$ cat src/rtl/gsl_pkg.sv
package gsl_pkg;

    typedef enum logic [1:0] {
        GSL_IDLE   = 2'd0,
        GSL_XFER   = 2'd1,
        GSL_RELOAD = 2'd2
    } gsl_state_e;

    typedef enum logic [1:0] {
        SR_HOLD     = 2'd0,
        SR_SHIFT    = 2'd1,
        SR_LOAD_CFG = 2'd2
    } sr_op_e;

    localparam int unsigned SLOTS_PER_GROUP = 3;
    localparam int unsigned RED_OFS         = 0;
    localparam int unsigned BLUE_OFS        = 2;

    function automatic int unsigned slot_lsb(input int unsigned grp,
                                             input int unsigned ofs,
                                             input int unsigned width);
        return (grp * SLOTS_PER_GROUP + ofs) * width;
    endfunction

endpackage

$ cat src/rtl/gsl_pin_sync.sv
module gsl_pin_sync #(
    parameter int unsigned STAGES = 2,
    parameter int unsigned N      = 3
) (
    input  logic         clk,
    input  logic         rst_n,
    input  logic [N-1:0] pin_i,
    output logic [N-1:0] lvl_o
);
    logic [STAGES-1:0][N-1:0] chain_q;

    always_ff @(posedge clk or negedge rst_n) begin
        if (!rst_n) begin
            chain_q <= '0;
        end else begin
            chain_q[0] <= pin_i;
            for (int s = 1; s < STAGES; s++) begin
                chain_q[s] <= chain_q[s-1];
            end
        end
    end

    assign lvl_o = chain_q[STAGES-1];

endmodule

$ cat src/rtl/gsl_rise_detect.sv
module gsl_rise_detect #(
    parameter int unsigned N = 2
) (
    input  logic         clk,
    input  logic         rst_n,
    input  logic [N-1:0] lvl_i,
    output logic [N-1:0] rise_o
);
    logic [N-1:0] prev_q;

    always_ff @(posedge clk or negedge rst_n) begin
        if (!rst_n) prev_q <= '0;
        else        prev_q <= lvl_i;
    end

    assign rise_o = lvl_i & ~prev_q;


    rise_single_pulse_chk: assert property (@(posedge clk) disable iff (!rst_n)
        (rise_o != '0) |=> ((rise_o & $past(rise_o)) == '0));

endmodule

$ cat src/rtl/gsl_ctrl.sv
module gsl_ctrl
    import gsl_pkg::*;
(
    input  logic   clk,
    input  logic   rst_n,
    input  logic   shift_rise,
    input  logic   latch_rise,
    output sr_op_e sr_op,
    output logic   gs_load
);
    gsl_state_e state_q, state_d;

    always_ff @(posedge clk or negedge rst_n) begin
        if (!rst_n) state_q <= GSL_IDLE;
        else        state_q <= state_d;
    end

    always_comb begin
        state_d = state_q;
        unique case (state_q)
            GSL_IDLE:   if (latch_rise) state_d = GSL_XFER;
            GSL_XFER:   state_d = GSL_RELOAD;
            GSL_RELOAD: state_d = GSL_IDLE;
            default:    state_d = GSL_IDLE;
        endcase
    end

    always_comb begin
        sr_op   = SR_HOLD;
        gs_load = 1'b0;
        unique case (state_q)
            GSL_IDLE:   if (shift_rise && !latch_rise) sr_op = SR_SHIFT;
            GSL_XFER:   gs_load = 1'b1;
            GSL_RELOAD: sr_op = SR_LOAD_CFG;
            default:    sr_op = SR_HOLD;
        endcase
    end


    xfer_then_reload_chk: assert property (@(posedge clk) disable iff (!rst_n)
        (state_q == GSL_XFER) |=> (state_q == GSL_RELOAD));


    latch_wins_chk: assert property (@(posedge clk) disable iff (!rst_n)
        (state_q == GSL_IDLE && latch_rise) |-> (sr_op == SR_HOLD));


    latch_starts_xfer_chk: assert property (@(posedge clk) disable iff (!rst_n)
        (state_q == GSL_IDLE && latch_rise) |=> gs_load);

endmodule

$ cat src/rtl/gsl_shift_path.sv
module gsl_shift_path
    import gsl_pkg::*;
#(
    parameter int unsigned SR_W  = 288,
    parameter int unsigned CFG_W = 205
) (
    input  logic              clk,
    input  logic              rst_n,
    input  sr_op_e            op,
    input  logic              sdi,
    input  logic [CFG_W-1:0]  cfg_word,
    output logic [SR_W-1:0]   sr_o,
    output logic              sdo
);
    logic [SR_W-1:0] sr_q, sr_d, cfg_pad;

    assign cfg_pad = SR_W'(cfg_word);

    always_comb begin
        sr_d = sr_q;
        unique case (op)
            SR_SHIFT:    sr_d = {sr_q[SR_W-2:0], sdi};
            SR_LOAD_CFG: begin
                for (int i = 0; i < SR_W; i++) begin
                    if (i < CFG_W) sr_d[i] = cfg_pad[i];
                end
            end
            default:     sr_d = sr_q;
        endcase
    end

    always_ff @(posedge clk or negedge rst_n) begin
        if (!rst_n) sr_q <= '0;
        else        sr_q <= sr_d;
    end

    assign sr_o = sr_q;
    assign sdo  = sr_q[SR_W-1];


    shift_moves_up_chk: assert property (@(posedge clk) disable iff (!rst_n)
        (op == SR_SHIFT) |=> (sdo == $past(sr_q[SR_W-2])));


    reload_low_chk: assert property (@(posedge clk) disable iff (!rst_n)
        (op == SR_LOAD_CFG) |=> (sr_q[CFG_W-1:0] == $past(cfg_word)));


    reload_top_kept_chk: assert property (@(posedge clk) disable iff (!rst_n)
        (op == SR_LOAD_CFG) |=> $stable(sdo));


    sr_idle_hold_chk: assert property (@(posedge clk) disable iff (!rst_n)
        (op == SR_HOLD) |=> $stable(sr_q));

endmodule

$ cat src/rtl/gsl_gs_latch.sv
module gsl_gs_latch #(
    parameter int unsigned W = 288
) (
    input  logic         clk,
    input  logic         rst_n,
    input  logic         load,
    input  logic [W-1:0] d,
    output logic [W-1:0] q
);
    always_ff @(posedge clk or negedge rst_n) begin
        if (!rst_n)    q <= '0;
        else if (load) q <= d;
    end


    gs_copy_chk: assert property (@(posedge clk) disable iff (!rst_n)
        load |=> (q == $past(d)));


    gs_hold_chk: assert property (@(posedge clk) disable iff (!rst_n)
        !load |=> $stable(q));

endmodule

$ cat src/rtl/gsl_channel_map.sv
module gsl_channel_map
    import gsl_pkg::*;
#(
    parameter int unsigned SLOT_W = 12,
    parameter int unsigned GROUPS = 8
) (
    input  logic [GROUPS*SLOTS_PER_GROUP*SLOT_W-1:0] gs_i,
    output logic [GROUPS*SLOT_W-1:0]                 red_o,
    output logic [GROUPS*SLOT_W-1:0]                 blue_o
);
    for (genvar g = 0; g < GROUPS; g++) begin : g_grp
        localparam int unsigned RED_LSB  = slot_lsb(g, RED_OFS,  SLOT_W);
        localparam int unsigned BLUE_LSB = slot_lsb(g, BLUE_OFS, SLOT_W);
        assign red_o [g*SLOT_W +: SLOT_W] = gs_i[RED_LSB  +: SLOT_W];
        assign blue_o[g*SLOT_W +: SLOT_W] = gs_i[BLUE_LSB +: SLOT_W];
    end

endmodule

$ cat src/rtl/gs_shift_latch.sv
module gs_shift_latch
    import gsl_pkg::*;
#(
    parameter int unsigned SLOT_W      = 12,
    parameter int unsigned GROUPS      = 8,
    parameter int unsigned CFG_W       = 205,
    parameter int unsigned SYNC_STAGES = 2
) (
    input  logic                       clk,
    input  logic                       rst_n,
    input  logic                       sdi,
    input  logic                       sclk,
    input  logic                       latch,
    input  logic [CFG_W-1:0]           cfg_word,
    output logic                       sdo,
    output logic [GROUPS*SLOT_W-1:0]   red_gs,
    output logic [GROUPS*SLOT_W-1:0]   blue_gs
);
    localparam int unsigned SR_W = GROUPS * SLOTS_PER_GROUP * SLOT_W;

    logic [2:0]      pin_lvl;
    logic [1:0]      strobe_rise;
    sr_op_e          sr_op;
    logic            gs_load;
    logic [SR_W-1:0] sr_word;
    logic [SR_W-1:0] gs_word;

    gsl_pin_sync #(.STAGES(SYNC_STAGES), .N(3)) u_sync (
        .clk   (clk),
        .rst_n (rst_n),
        .pin_i ({latch, sclk, sdi}),
        .lvl_o (pin_lvl)
    );

    gsl_rise_detect #(.N(2)) u_rise (
        .clk    (clk),
        .rst_n  (rst_n),
        .lvl_i  (pin_lvl[2:1]),
        .rise_o (strobe_rise)
    );

    gsl_ctrl u_ctrl (
        .clk        (clk),
        .rst_n      (rst_n),
        .shift_rise (strobe_rise[0]),
        .latch_rise (strobe_rise[1]),
        .sr_op      (sr_op),
        .gs_load    (gs_load)
    );

    gsl_shift_path #(.SR_W(SR_W), .CFG_W(CFG_W)) u_sr (
        .clk      (clk),
        .rst_n    (rst_n),
        .op       (sr_op),
        .sdi      (pin_lvl[0]),
        .cfg_word (cfg_word),
        .sr_o     (sr_word),
        .sdo      (sdo)
    );

    gsl_gs_latch #(.W(SR_W)) u_gs (
        .clk   (clk),
        .rst_n (rst_n),
        .load  (gs_load),
        .d     (sr_word),
        .q     (gs_word)
    );

    gsl_channel_map #(.SLOT_W(SLOT_W), .GROUPS(GROUPS)) u_map (
        .gs_i   (gs_word),
        .red_o  (red_gs),
        .blue_o (blue_gs)
    );


    reset_zero_chk: assert property (@(posedge clk)
        !rst_n |-> (sdo == 1'b0 && red_gs == '0 && blue_gs == '0));


    fall_no_op_chk: assert property (@(posedge clk) disable iff (!rst_n)
        (strobe_rise == 2'b00 && sr_op == SR_HOLD && !gs_load) |=>
            ($stable(red_gs) && $stable(blue_gs) && $stable(sdo)));

endmodule

$ cat config.mk
export PLATFORM = sky130hd
export DESIGN_NAME = gs_shift_latch
export DESIGN_NICKNAME = d
export VERILOG_FILES = /design/src/rtl/gsl_pkg.sv /design/src/rtl/gsl_pin_sync.sv /design/src/rtl/gsl_rise_detect.sv /design/src/rtl/gsl_ctrl.sv /design/src/rtl/gsl_shift_path.sv /design/src/rtl/gsl_gs_latch.sv /design/src/rtl/gsl_channel_map.sv /design/src/rtl/gs_shift_latch.sv
export SDC_FILE = /design/constraint.sdc
export NUM_CORES = 1
export LEC_CHECK = 0
export ABC_CLOCK_PERIOD_IN_PS = 2400
export BUFFER_PORTS_ARGS = -buffer_cell sky130_fd_sc_hd__clkbuf_2
export CAP_MARGIN = 20
export CORE_MARGIN = 3
export CORE_UTILIZATION = 50
export CTS_CLUSTER_SIZE = 8
export DETAILED_ROUTE_END_ITERATION = 6
export HOLD_SLACK_MARGIN = 0.06
export PLACE_DENSITY = 0.75
export SLEW_MARGIN = 20
export SYNTH_ARGS = -nofsm -noshare
export SYNTH_HDL_FRONTEND = slang
export SYNTH_SLANG_ARGS = --single-unit
$ cat constraint.sdc
create_clock -name clk -period 2.4 [get_ports clk]
set_input_delay 0.24 -clock clk [delete_from_list [all_inputs] [get_ports clk]]
set_output_delay 0.24 -clock clk [all_outputs]
set_load 0.02 [all_outputs]
Word level (Yosys, flattened, before mapping)
Cells that the tools add are included.
Storage, ports and cells
  register bits after elaboration: 586
  output and inout bits: 193
Cells by class
  equality and inequality tests: 5
  mux-type cells: 6
  bitwise operators: 2
  reduce and logical (&&, ||, !) cells: 4
Operators with widths (number)
  205-bit case mux with 2 select lines: 1
  2-bit case mux with 2 select lines: 2
  2-bit by 1-bit equality test with 1-bit output (second input constant): 2
  2-bit equality test (second input constant): 2
  2-bit bitwise AND: 1
  2-bit logical NOT: 1
  1-bit 2-to-1 mux: 2
  2-bit 2-to-1 mux: 1
  2-bit inequality test (second input constant): 1
  2-bit NOT: 1
  2-bit nonzero test: 1
  1-bit logical AND: 1
  1-bit logical NOT: 1

Depth between registers and ports, before layout
  word-level depth: 8
  gate-level depth with buffers: 11
  mapped depth without buffers: 5

Hierarchy
A second synthesis with hierarchy kept.
Second synthesis, totals
  cell total of the unflattened synthesis: 1889
  area total of the unflattened synthesis: 25874.8 sq um
By module, submodules not included
  gsl_shift_path: instances 1, cells an instance 1069, area an instance 12557.0 sq um
  gsl_gs_latch: instances 1, cells an instance 608, area an instance 11527.3 sq um
  gsl_channel_map: instances 1, cells an instance 192, area an instance 1441.4 sq um
  gsl_pin_sync: instances 1, cells an instance 9, area an instance 172.7 sq um
  gsl_ctrl: instances 1, cells an instance 7, area an instance 98.8 sq um
  gsl_rise_detect: instances 1, cells an instance 4, area an instance 77.6 sq um

Worst setup path after synthesis
OpenSTA, ideal clock, no wires.
  path kind: reg-to-reg
  start: reg u_ctrl.state_q[1]
  end: reg u_sr.sr_q[59] (netlist: u_sr.sr_o[59])
  arrival time: 2102 ps
  required time: 2296 ps
  setup slack: 194 ps
  cell stages (with the launch flop): 9
  buffers on the path: 4
  cell sequence: dfrtp_1 > buf_4 > clkbuf_1 > nor4_1 > ha_1 > buf_2 > clkbuf_1 > or4bb_1 > o311ai_1
On the way
  cells in the longest elaborated chain, start to end: 4
  elaborated cells on any way between the ends: 7
  those cells by class: 3 x eq/ne; 2 x mux; 2 x reduce/logical
Ends and longest elaborated chain
  start, declared: line gsl_ctrl.sv:11  | gsl_state_e state_q, state_d;
  start signal, assigned: line gsl_ctrl.sv:15  | else state_q <= state_d;
  2-bit equality test or 2-bit logical NOT (tied branches): line gsl_ctrl.sv:31  | unique case (state_q)
  2-bit case mux with 2 select lines (*): line gsl_ctrl.sv:31
  2-bit equality test or 2-bit by 1-bit equality test with 1-bit output (tied branches): line gsl_shift_path.sv:21  | unique case (op)
  205-bit case mux with 2 select lines or 2-bit nonzero test (tied branches)
  end signal, assigned: line gsl_shift_path.sv:34  | else sr_q <= sr_d;
  end, declared: line gsl_shift_path.sv:15  | logic [SR_W-1:0] sr_q, sr_d, cfg_pad;
Every way passes the cells marked *; elsewhere a longest branch is shown, timed or not.
A chain may end at the register's enable or synchronous reset.

Worst setup path in the final report
  start: reg u_ctrl.state_q[0]
  end: reg u_sr.sr_q[37] (netlist: u_sr.sr_o[37])
The elaborated chain is that of the path after synthesis.

==> impl_metrics.toml <==
[die]
ioPinCount = 403
die_y_um = 218
coreArea_mm2 = 0.0444
fp.dieArea_mm2 = 0.0477
num_rows = 77
die_w_um = 218
start_util = 0.508

[detailed_routing]
num_vias = 16700
drc = 0
wl_per_cell_um = 20.3
dr.pass1.iters = 5
drt-initial-drc-count = 1140
drt_wl_total_um = 59800
ant_nets = 0
viasPerCell = 5.69

[worst_setup_path]
cp_max_fo = 42
reg2reg_slack_ns = 0.15
cp-endpoint = "u_sr.sr_o[37]"
reg2reg_depth = 5
cp_cell_sequence = "nor4_1, ha_4, buf_12, buf_12, o311ai_0"
worstPathArrival_ns = 2.66
crit_path_start_kind = "flip-flop"
crit_type = "flip-flop to flip-flop"
cpMostUsedCell = "buf_12"
worstReg2RegEnd = "u_sr.sr_o[37]"
critPathRequiredTime_ns = 2.82
crit_start = "u_ctrl.state_q[0]"
endpoint_kind = "flip-flop"
timing.rr.start = "u_ctrl.state_q[0]"
cp_slowest_stage_delay_ns = 0.51
slowest_stage = "dfrtp_4"

[pwr]
ir_worst_vdd_mv = 0.676
p_comb_frac = 0.288
p_sw_frac = 0.332
internal_power_mw = 21.2
power_frac_clock = 0.284
pwr-share-seq = 0.428
power_density_mw_per_mm2 = 1080
p_total_mw = 31.7
power.leakage_nw = 14.2
p_sw_mw = 10.5

[timing]
worst_slew_pin_slew_ns = 1.12
tns_ns = 0
fmax_mhz = 445
drv_slew = 0
clock_skew_ns = 0.0168
setup_viol = 0
post-route-min-period_ns = 2.25
slew-limit-headroom = 0.251
finalCritPeriodShare = 0.936
rsz0062_at_grt = "false"
hold_viol = 0

[cells_and_area]
layout.nets = 2548
syn_to_final_growth_pct = 29.9
drive_gt1_frac = 0.350

[run]
maxCapViolCount = 0

[logic_synthesis]
ys_seq_area_frac = 0.543
synth_area_leaders = "dfrtp_1 54%, mux2_4 11%, nand4bb_1 9.7%, mux2_2 5.3%, o311ai_1 4.7%"
synth_fa_ha_area_frac = 0.000555
synthCells = 1761
synth_xor_area_frac = 0
yosys.area_share.simple = 0.138
synth_area_leader_cell = "dfrtp_1"
yosys-mux-area-fraction = 0.165
syn_avg_cell_area_um2 = 12.8
ys_ff_latch = 490
syn_area_mm2 = 0.0226
synth_cell_types = 20
yosys_warnings = 0
synth_compound_area_frac = 0.0796
synth_fp_nets = 1972
synth_top_family_by_area = "multiplexers"
synth.top_cell.area_share = 0.543

[global_routing]
antenna_found_initial = 3
overflow = 0
grt_pass1_wl_um = 95800
grt_start_max_net_pins = 206
grt_pass1_vias = 17800
grtUsageTotal = 0.249

[clocking]
htreeDepth = 3
cts_tree = "done"
root_buffer = "clkbuf_16"
clk_latency_ns = 0.57
clockBufferDepth = 3
path_clk_slew_ns = 0.05
cts_buffers = 71
clock-sinks = 490

[placement]
numPortBuffers = 402
hpwl_um = 35300
gp_congestion = 0.811

[hold_path]
hold_class = "input pin to asynchronous set/reset pin"

[status]
outcome = "complete, no violations"
## cell type report
class | instances | area (um2)
diodes | 4 | 10.0
clock buffers | 78 | 1910
clock inverters | 4 | 35.0
fillers | 3076 | 15100
inverters | 207 | 777
multi-input cells | 897 | 8680
flip-flops and latches | 490 | 12300
well taps | 592 | 741
repair buffers | 670 | 4890
## metal layers
metal / vias up / GRT usage / share of wire
li1: 7478 / - / -
met1: 8376 / 0.312 / 0.41
met2: 672 / 0.406 / 0.49
met3: 217 / 0.0471 / 0.055
met4: 2 / 0.137 / 0.054
met5: - / 0 / 0.00022
## sequential cells by signal, summed over array words and instances (netlist names)
register and count:
u_sr.sr_o 288, u_gs.q 192, u_sync.chain_q 3, u_sync.lvl_o 3, u_ctrl.state_q 2, u_rise.prev_q 2
## critical path, delay by kind of cell, from the launching register on
family / cells / cell delay (ns)
and+or+nand+nor: 1 / 0.44
AOI/OAI and AO/OA: 1 / 0.43
adders and majority gates: 1 / 0.33
DFF: 1 / 0.51
buffers and inverters: 2 / 0.37
## cells by family after synthesis
kind of cell / count (synthesis)
flip-flops: 490
multiplexers: 275
AND/OR/NAND/NOR: 416
adder cells (fa/ha/maj): 1
buffers and inverters: 374
AO/OA/AOI/OAI: 205
## power by group through the flow
stage / Sequential, mW / Combinational [mW] / Clock, mW
global placement: 13.3 / 8.45 / 0
CTS: 13.4 / 9.06 / 9.19
global route: 13.9 / 9.91 / 9.53
floorplan: 14.3 / 4.63 / 0
finish: 13.5 / 9.12 / 9.01
detailed placement: 13.5 / 8.73 / 0
## synth_stat cells
library cell	number
nand4bb_1	195
mux2_2	106
ha_1	1
nor3b_1	1
inv_1	207
buf_4	6
buf_2	44
dfrtp_1	490
buf_1	8
clkbuf_1	88
nor2b_1	2
mux2_4	169
nand2b_4	1
buf_6	21
o311ai_0	85
o311ai_1	120
nand2_1	205
nand2b_1	1
or4bb_1	10
nor4_1	1
## how the worst min path moves through the flow
stage	startpoint	end	slack, ns	cells after the start
CTS	rst_n	u_gs.q[138]	0.21	2
floorplan	rst_n	u_ctrl.state_q[0]	-0.06	0
global placement	rst_n	u_gs.q[138]	0.24	1
detailed placement	rst_n	u_gs.q[138]	0.24	1
global route	rst_n	u_gs.q[132]	0.25	2
finish	rst_n	u_gs.q[138]	0.22	2
## layout by cell type, fill, tap and decap left out, drive strengths merged
| cell | Yosys | routed |
|---|---|---|
| buf | 79 | 60 |
| mux2 | 275 | 275 |
| clkinv | 0 | 3 |
| nand2b | 2 | 2 |
| nand4bb | 195 | 195 |
| nor4 | 1 | 1 |
| dfrtp | 490 | 490 |
| dlygate4sd3 | 0 | 209 |
| ha | 1 | 1 |
| nand2 | 205 | 205 |
| diode | 0 | 4 |
| o311ai | 205 | 205 |
| clkbuf | 88 | 479 |
| nor2b | 2 | 2 |
| or4bb | 10 | 10 |
| inv | 207 | 208 |
| nor3b | 1 | 1 |
## per-stage QoR
| step | hold slack, ns | area [um2] | cells | setup WS [ns] | utilization |
|---|---|---|---|---|---|
| 5_1_grt | 0.249 | 29300 | 2940 | 0.0340 | 0.660 |
| 4_1_cts | 0.210 | 29300 | 2938 | 0.0283 | 0.660 |
| 2_1_floorplan | -0.0556 | 22600 | 1761 | 0.194 | - |
| 3_3_place_gp | 0.238 | 25300 | 2647 | 0.0879 | 0.569 |
| 3_5_place_dp | 0.241 | 25300 | 2647 | 0.0285 | 0.569 |
| 6_report | 0.216 | 29300 | 2942 | 0.154 | 0.660 |
## what timing repair did
item	4_1_cts	5_1_grt
gates resized for setup	0	1
endpoints found under the setup margin	0	24
hold buffers	209	0
hold endpoints to repair	301	0
buffers inserted	0	0
No activity file was read; power rests on OpenSTA's default activity.
